[src/rtl/access_rights_pkg.sv]
package access_rights_pkg;
  typedef logic [2:0] rights_t;  // {exec, write, read}
  localparam int unsigned RD_BIT = 0;
  localparam int unsigned WR_BIT = 1;
  localparam int unsigned EX_BIT = 2;
  localparam rights_t RIGHTS_NONE = 3'b000;
  localparam rights_t RIGHTS_ALL  = 3'b111;
endpackage

[src/rtl/pp_rights_table.sv]
module pp_rights_table
  import access_rights_pkg::*;
#(
  parameter int unsigned CODE_W = 3
) (
  input  logic              key_i,
  input  logic [CODE_W-1:0] code_i,
  input  logic              pte_noexec_i,
  input  logic              pte_guard_i,
  input  logic              seg_noexec_i,
  output rights_t           rights_o
);
  logic [1:0] rw;  // {write, read}

  always_comb begin
    rw = 2'b00;
    if (!key_i) begin
      unique case (code_i)
        3'd0, 3'd1, 3'd2: rw = 2'b11;
        3'd3, 3'd6:       rw = 2'b01;
        default:          rw = 2'b00;
      endcase
    end else begin
      unique case (code_i)
        3'd2:       rw = 2'b11;
        3'd1, 3'd3: rw = 2'b01;
        default:    rw = 2'b00;
      endcase
    end
  end

  assign rights_o = {~(pte_noexec_i | pte_guard_i | seg_noexec_i), rw};
endmodule

[src/rtl/class_key_rights.sv]
module class_key_rights
  import access_rights_pkg::*;
#(
  parameter int unsigned KEY_W = 5
) (
  input  logic                    en_i,
  input  logic [KEY_W-1:0]        key_i,
  input  logic [2*(1<<KEY_W)-1:0] mask_i,
  output rights_t                 rights_o
);
  localparam int unsigned NUM_CLASSES = 1 << KEY_W;

  logic [1:0] field [NUM_CLASSES];
  logic [1:0] sel;

  // Class 0 sits in the top pair of the mask
  for (genvar g = 0; g < NUM_CLASSES; g++) begin : g_field
    assign field[g] = mask_i[2*(NUM_CLASSES-1-g) +: 2];
  end

  assign sel      = field[key_i];
  assign rights_o = en_i ? {1'b1, sel[1], sel[0]} : RIGHTS_ALL;
endmodule

[src/rtl/access_rights_eval.sv]
module access_rights_eval
  import access_rights_pkg::*;
#(
  parameter int unsigned CLASS_KEY_W = 5,
  localparam int unsigned MASK_W     = 2 * (1 << CLASS_KEY_W)
) (
  input  logic                   clk_i,
  input  logic                   rst_ni,
  input  logic                   valid_i,
  input  logic                   prob_state_i,
  input  logic                   seg_key_super_i,
  input  logic                   seg_key_user_i,
  input  logic                   seg_noexec_i,
  input  logic                   pte_pp_ext_i,
  input  logic [1:0]             pte_pp_i,
  input  logic                   pte_noexec_i,
  input  logic                   pte_guard_i,
  input  logic [CLASS_KEY_W-1:0] pte_class_i,
  input  logic [MASK_W-1:0]      auth_mask_i,
  input  logic                   class_en_i,
  output logic                   valid_o,
  output logic [2:0]             pp_rights_o,
  output logic [2:0]             class_rights_o,
  output logic [2:0]             rights_o
);
  logic    key;
  rights_t pp_d, cls_d;

  assign key = prob_state_i ? seg_key_user_i : seg_key_super_i;

  pp_rights_table #(.CODE_W(3)) u_pp (
    .key_i        (key),
    .code_i       ({pte_pp_ext_i, pte_pp_i}),
    .pte_noexec_i (pte_noexec_i),
    .pte_guard_i  (pte_guard_i),
    .seg_noexec_i (seg_noexec_i),
    .rights_o     (pp_d)
  );

  class_key_rights #(.KEY_W(CLASS_KEY_W)) u_cls (
    .en_i     (class_en_i),
    .key_i    (pte_class_i),
    .mask_i   (auth_mask_i),
    .rights_o (cls_d)
  );

  always_ff @(posedge clk_i or negedge rst_ni) begin
    if (!rst_ni) begin
      valid_o        <= 1'b0;
      pp_rights_o    <= RIGHTS_NONE;
      class_rights_o <= RIGHTS_NONE;
      rights_o       <= RIGHTS_NONE;
    end else begin
      valid_o <= valid_i;
      if (valid_i) begin
        pp_rights_o    <= pp_d;
        class_rights_o <= cls_d;
        rights_o       <= pp_d & cls_d;
      end
    end
  end
endmodule

[config.mk]
export PLATFORM = sky130hd
export DESIGN_NAME = access_rights_eval
export DESIGN_NICKNAME = d
export VERILOG_FILES = /design/src/rtl/access_rights_pkg.sv /design/src/rtl/pp_rights_table.sv /design/src/rtl/class_key_rights.sv /design/src/rtl/access_rights_eval.sv
export SDC_FILE = /design/constraint.sdc
export NUM_CORES = 1
export LEC_CHECK = 0
export BUFFER_PORTS_ARGS = -buffer_cell sky130_fd_sc_hd__buf_2
export CAP_MARGIN = 20
export CORE_UTILIZATION = 39
export DETAILED_ROUTE_END_ITERATION = 12
export PLACE_DENSITY = 0.89
export SYNTH_ARGS = -nofsm -noshare
export SYNTH_HDL_FRONTEND = slang
export SYNTH_SLANG_ARGS = --single-unit
export TNS_END_PERCENT = 50
[constraint.sdc]
create_clock -name clk_i -period 2 [get_ports clk_i]
set_clock_uncertainty 0.2 [all_clocks]
set_input_delay 0.2 -clock clk_i [delete_from_list [all_inputs] [get_ports clk_i]]
set_output_delay 0.2 -clock clk_i [all_outputs]
set_load 0.02 [all_outputs]
==> results.toml, run 1 <==
[run_status]
outcome = "finished clean"

[layout]
fin_util = 0.664
fin_cells = 208
diodes = 0
fin_nets = 263
area_growth_pct = 56.8
nFillCells = 199
drive_gt1_frac = 0.622

[grt]
grt_pass1_wl_mm = 4.42
grt_use_total = 0.222
globalRouteOverflowTotal = 0
grt_antenna_before_repair = 0
grt_max_degree = 11
grt_pass1_vias = 1129

[yosys]
seq_area_frac_synth = 0.234
syn_avg_cell_area_sq_um = 11.6
yosys_most_used_dff = "dfrtp_1"
ys_types = 34
synth_edf_count = 0
synthCells = 83
netlist.area_leader.share = 0.234
synth_seq_cells = 9
yosys-top-cells-area = "dfrtp_1 23%, mux4_1 16%, mux4_2 16%, mux2i_1 5.2%, mux2_2 4.7%"
syn_nets = 165
netlist_area_sq_um = 963
synthArstFlopShare = 1.00
yosys_warnings = 0
yosysTopAreaCell = "dfrtp_1"

[detailed_routing]
avgViaCountPerCell = 5.38
ant_nets = 0
wire_per_inst_um = 13.5
vias = 1120
wl_mm = 2.80
drcViolationCount = 0
drtPass1Iterations = 4
drt_iter0_markers = 9

[critical_path]
path_cells = "dlygate4sd3_1 > buf_2 > inv_1 > o41ai_1 > dlygate4sd3_1"
worstPathArrival_ps = 1850
path_buf_inv = 4
cp_num_cells = 5
crit_slowest_cell = "dlygate4sd3_1"
cp_data_required_time_ps = 1990
end_kind = "register"
crit_type = "input port to register"
crit_path_frequent_cell = "dlygate4sd3_1"
ff2ff_path_depth = 3
crit_path_max_fanout = 9
start_kind = "input port"
slowest_delay_ps = 590
crit_family = "buffers and inverters"

[clocking]
clockBufferDepth = 2
cts-root-buf = "clkbuf_4"
cts_setup_buffers = 0
clk_latency_ps = 250
cts_resized = 0
clk_pin_slew_ps = 60
cts.sinks = 9
cts_tree = "done"
cts_inserted_buffers = 3
htreeDepth = 1

[timing]
fmax_mhz = 538
final.setup.tns_ps = 0
hold_viol_final = 0
grt_setup_unrepaired = "false"
finalCritPeriodShare = 0.930
min_period_ps = 1860
tightestPinTransition_ps = 337
drv_slew = 0
slew_headroom = 0.775
finalSetupViolCount = 0

[placed_design]
port_buffers = 91
dp.cells = 200
gp_congestion = 0.750
place_hpwl_mm = 2.48

[die]
core_area_sq_mm = 0.00228
fp-row-count = 17
die_area_sq_mm = 0.00267
die_width_um = 51.7
initial_core_util = 0.423
die_h_um = 51.7
num_io_pins = 92

[hold_path]
hold_path_class = "input port to register"
hold_path_depth = 3

[power]
peakVddDrop_mv = 0.246
p_leak_uw = 0.000776
power.density_mw_per_mm2 = 403

[run]
drv_cap = 0
## area by class of cell
cell class	instances	area, sq um	share of cell area
inverters	7	26.3	0.0174
clock buffers	4	26.3	0.0174
well taps	28	35.0	0.0232
flip-flops and latches	9	225	0.149
multi-input cells	61	672	0.445
repair buffers	99	526	0.348
## Yosys cell counts, drive strengths merged, types with 2 or more instances
cell and number:
mux4 13, dfrtp 9, inv 7, buf 6, mux2i 5, nand2 5
mux2 4, o21ai 4, or2 4, a22o 3, a221oi 2, a31oi 2
nor2 2, nor2b 2, or3 2
## sequential cells by signal, summed over array words and instances, names as in the netlist
signal	cells
valid_o	1
pp_rights_o	3
class_rights_o	3
rights_o	2
## cell families after synthesis
logic type / Yosys count / share of synthesized area
flip-flops: 9 / 0.234
AND/OR/NAND/NOR: 18 / 0.101
buffers and inverters: 13 / 0.0688
multiplexers: 22 / 0.426
AO/OA/AOI/OAI: 21 / 0.170
## worst min-delay path: cells and delay by family
family / cells / cell delay, ps
AO/OA/AOI/OAI: 1 / 80
buffers and inverters: 1 / 100
AND/OR/NAND/NOR: 1 / 130
## through the flow
stage	worst slack (ps)	power, uW	cell area [sq um]	hold slack, ps
global route	13.4	647	1510	99.4
floorplan	133	351	963	-296
detailed placement	-114	470	1440	-138
finish	141	609	1510	86.1
global placement	-21.4	460	1440	-147
CTS	150	618	1510	84.9
## layout by cell type (no fill, tap or decap), types with 2 or more instances in the layout
| cell type | instances |
|---|---|
| buf_2 | 91 |
| buf_4 | 4 |
| mux2_2 | 4 |
| or3_1 | 2 |
| o21ai_0 | 4 |
| or2_2 | 2 |
| clkbuf_4 | 3 |
| a22o_1 | 3 |
| a221oi_1 | 2 |
| mux4_2 | 7 |
| nor2b_1 | 2 |
| nand2_1 | 5 |
| dfrtp_1 | 9 |
| nor2_1 | 2 |
| a31oi_1 | 2 |
| dlygate4sd3_1 | 4 |
| inv_1 | 7 |
| mux4_1 | 6 |
| mux2i_1 | 5 |
## metal layers
layer  part of all wire  track usage  vias to the layer above  routed length (um)
li1                   -            -                      536                   -
met1               0.36        0.227                      510                1020
met2               0.55        0.433                       67                1550
met3              0.071       0.0263                        7                 200
met4              0.012        0.113                        0                  33
met5                  0            0                        -                   0
## power breakdown
group	switching [uW]	internal (uW)
Clock	60.1	76.7
Sequential	9.96	198
Combinational	112	152
Total	182	427
## what timing repair did
| item | 4_1_cts | 5_1_grt |
|---|---|---|
| endpoints found under the setup margin | 0 | 0 |
| hold buffers | 4 | 0 |
| endpoints found under the hold margin | 11 | 0 |
## final timing paths
kind | from | to | slack (ps)
min in group asynchronous | rst_ni | pp_rights_o[1] | 120
worst max-delay path | valid_i | pp_rights_o[2] | 140
worst min register to register | class_rights_o[2] | class_rights_o[2] | 280
max in group asynchronous | rst_ni | class_rights_o[0] | 1290
worst max register to register | pp_rights_o[2] | pp_rights_o[2] | 610
worst min-delay path | pte_pp_ext_i | rights_o[1] | 90
No activity file was read; power rests on OpenSTA's default activity.
==> run 2, diff against run 1 <==
--- a/config.mk
+++ b/config.mk
@@ -7,10 +7,10 @@
 export LEC_CHECK = 0
 export BUFFER_PORTS_ARGS = -buffer_cell sky130_fd_sc_hd__buf_2
 export CAP_MARGIN = 20
-export CORE_UTILIZATION = 39
+export CORE_UTILIZATION = 41
 export DETAILED_ROUTE_END_ITERATION = 12
-export PLACE_DENSITY = 0.89
+export PLACE_DENSITY = 0.9
 export SYNTH_ARGS = -nofsm -noshare
 export SYNTH_HDL_FRONTEND = slang
+export SYNTH_HIERARCHICAL = 1
 export SYNTH_SLANG_ARGS = --single-unit
-export TNS_END_PERCENT = 50
==> run 2 against run 1 <==
Maximum frequency increased by 12%. Synthesized cell count grew 30%. Via count grew 2.9%. Power rose by 14%. Utilization fell by 3.6 points. Cell area increased by 3.0%. Sequential power is 13% higher. Critical path depth grew 1. Die area rose by 5.5%. Combinational power grew 7%. Synthesized area grew 11%. Highest routed layer is now met3.
==> results.toml, run 2 <==
[run_status]
outcome = "finished clean"

[timing]
fmax_mhz = 600
drv_slew = 0
final.setup.tns_ps = 0
tightestPinTransition_ps = 605
finalSetupViolCount = 0
min_period_ps = 1670
post-route-worst-setup-slack_ps = 334
grt_setup_unrepaired = "false"
fin_worst_hold_slack_ps = 46.3
hold_viol_final = 0
slew_headroom = 0.596
finalCritPeriodShare = 0.833

[critical_path]
path_buf_inv = 1
crit_slowest_cell = "nor2b_1"
path_cells = "buf_2 > nor2b_1 > a22oi_1 > a211oi_1 > o41ai_1 > mux2_4"
worstPathArrival_ps = 1610
cp_data_required_time_ps = 1940
ff2ff_path_depth = 1
crit_family = "compound AO/OA/AOI/OAI gates"
end_kind = "register"
timing.rr.start = "class_rights_o[0]"
rrSetupSlack_ps = 1020
crit_type = "input port to register"
start_kind = "input port"
worst_r2r_endpoint = "class_rights_o[0]"
slowest_delay_ps = 470
crit_path_max_fanout = 8

[placed_design]
gp_congestion = 0.764
place_hpwl_mm = 2.27
dp_slack_ps = 43.0
port_buffers = 91

[clocking]
clk_latency_ps = 260
cts-root-buf = "clkbuf_4"
cts_resized = 0
cts_tree = "done"
htreeDepth = 1
clockBufferDepth = 2
clk_pin_slew_ps = 70
cts_inserted_buffers = 3
cts.sinks = 10

[grt]
grt_antenna_before_repair = 0
grt_use_total = 0.189
grt_pass1_wl_mm = 3.91
grt_max_degree = 33
grt_pass1_vias = 947
globalRouteOverflowTotal = 0

[yosys]
yosysMostFrequentCell = "mux2i_1"
netlist.area_leader.share = 0.299
synth_seq_cells = 10
syn_nets = 190
synthCells = 108
yosys-top-cells-area = "mux2i_1 30%, dfrtp_1 23%, a22oi_1 11%, mux2_4 5.6%, buf_12 3.7%"
syn_avg_cell_area_sq_um = 9.92
seq_area_frac_synth = 0.234
yosys_most_used_dff = "dfrtp_1"
synth_edf_count = 0
ys_top_cells_by_count = "32 x mux2i_1, 16 x a22oi_1, 10 x dfrtp_1"
synthArstFlopShare = 1.00
ys_types = 26
yosys_warnings = 6
netlist_area_sq_mm = 0.00107
yosysTopAreaCell = "mux2i_1"

[detailed_routing]
ant_nets = 0
wl_mm = 2.73
wire_per_inst_um = 12.0
drt_iter0_markers = 10
vias = 1152
drcViolationCount = 0
avgViaCountPerCell = 5.05
drtPass1Iterations = 4

[hold_path]
hold_start = "seg_noexec_i"
hold_path_class = "input port to register"
hold_path_depth = 4
worst_hold_path.endpoint = "rights_o[2]"

[die]
die_width_um = 53.1
die_h_um = 53.1
die_area_sq_mm = 0.00282
core_area_sq_mm = 0.00248
fp-row-count = 18
num_io_pins = 92
initial_core_util = 0.432

[layout]
diodes = 0
regArea_sq_um = 250
multi_input_area_sq_um = 717
final_cell_mix = "91 x buf_2, 32 x mux2i_1, 16 x a22oi_1, 10 x dfrtp_1, 6 x a21oi_1"
final_common_cell = "buf_2"
area_growth_pct = 45.2
drive_gt1_frac = 0.535
fin_nets = 281
nFillCells = 242
largest_registers = "class_rights_o: 3 flops, pp_rights_o: 3 flops, rights_o: 3 flops"

[power]
power.density_mw_per_mm2 = 447
p_leak_uw = 0.000844
peakVddDrop_mv = 0.425

[run]
drv_cap = 0
## run 2: cell count changes after synthesis, moves of 3 or more
cell and change:
mux2i_1 +27, a22oi_1 +16, mux4_2 -7, mux4_1 -6, a21oi_1 +5, inv_1 -4
mux2_4 +4, a22o_1 -3, nand2_1 -3, nand3_1 +3
## run 2: tightest hold or removal path, delay by kind of cell
kind                   cells  cell delay [ps]
AOI/OAI and AO/OA          1               80
buffers and inverters      1               70
and+or+nand+nor            2              120
## run 2: metrics by stage
stage / cells / instance area [sq um] / total power, uW / util
floorplan: 108 / 1070 / 405 / -
global placement: 222 / 1500 / 516 / 0.605
detailed placement: 222 / 1500 / 522 / 0.605
CTS: 228 / 1560 / 707 / 0.628
global route: 228 / 1560 / 744 / 0.628
finish: 228 / 1560 / 696 / 0.628
## run 2: kinds of logic (layout without fill, tap and decap cells)
family | Yosys count | in the layout | share of synthesized area
AO/OA/AOI/OAI | 32 | 32 | 0.209
buffers and inverters | 12 | 102 | 0.0970
flip-flops | 10 | 10 | 0.234
multiplexers | 39 | 39 | 0.387
other | 1 | 1 | 0.00350
AND/OR/NAND/NOR | 14 | 14 | 0.0701
## run 2: per-layer routing
| layer | up-vias | GRT usage | part of all wire |
|---|---|---|---|
| met5 | - | 0 | 0 |
| met4 | 0 | 0.0526 | 0 |
| met3 | 0 | 0.0316 | 0.10 |
| met2 | 58 | 0.346 | 0.49 |
| met1 | 504 | 0.223 | 0.41 |
| li1 | 590 | - | - |
## run 2: area by class of cell
type | count | area share
tap | 30 | 0.0241
timing repair buffer | 95 | 0.323
clock buffer | 4 | 0.0233
sequential | 10 | 0.161
multi-input combinational | 86 | 0.461
inverter | 3 | 0.00724
## run 2: how the worst max path moves through the flow
stage | start | endpoint | slack (ps) | cells past startpoint
floorplan | pte_class_i[2] | class_rights_o[0] | 310 | 7
global placement | pte_class_i[2] | rights_o[1] | 90 | 8
detailed placement | pte_class_i[0] | class_rights_o[0] | 40 | 6
CTS | pte_class_i[2] | rights_o[1] | 310 | 8
global route | pte_class_i[2] | rights_o[1] | 150 | 8
finish | pte_class_i[0] | class_rights_o[0] | 330 | 6
## run 2: power breakdown
| group | total [uW] | internal [uW] | switching, uW |
|---|---|---|---|
| Sequential | 234 | 222 | 11.9 |
| Combinational | 284 | 151 | 133 |
| Clock | 177 | 110 | 67.0 |
| Total | 696 | 484 | 212 |
## run 2: timing repair
| action | CTS | global route |
|---|---|---|
| hold buffers | 2 | 0 |
| endpoints found under the hold margin | 11 | 0 |
| setup buffers | 0 | 0 |
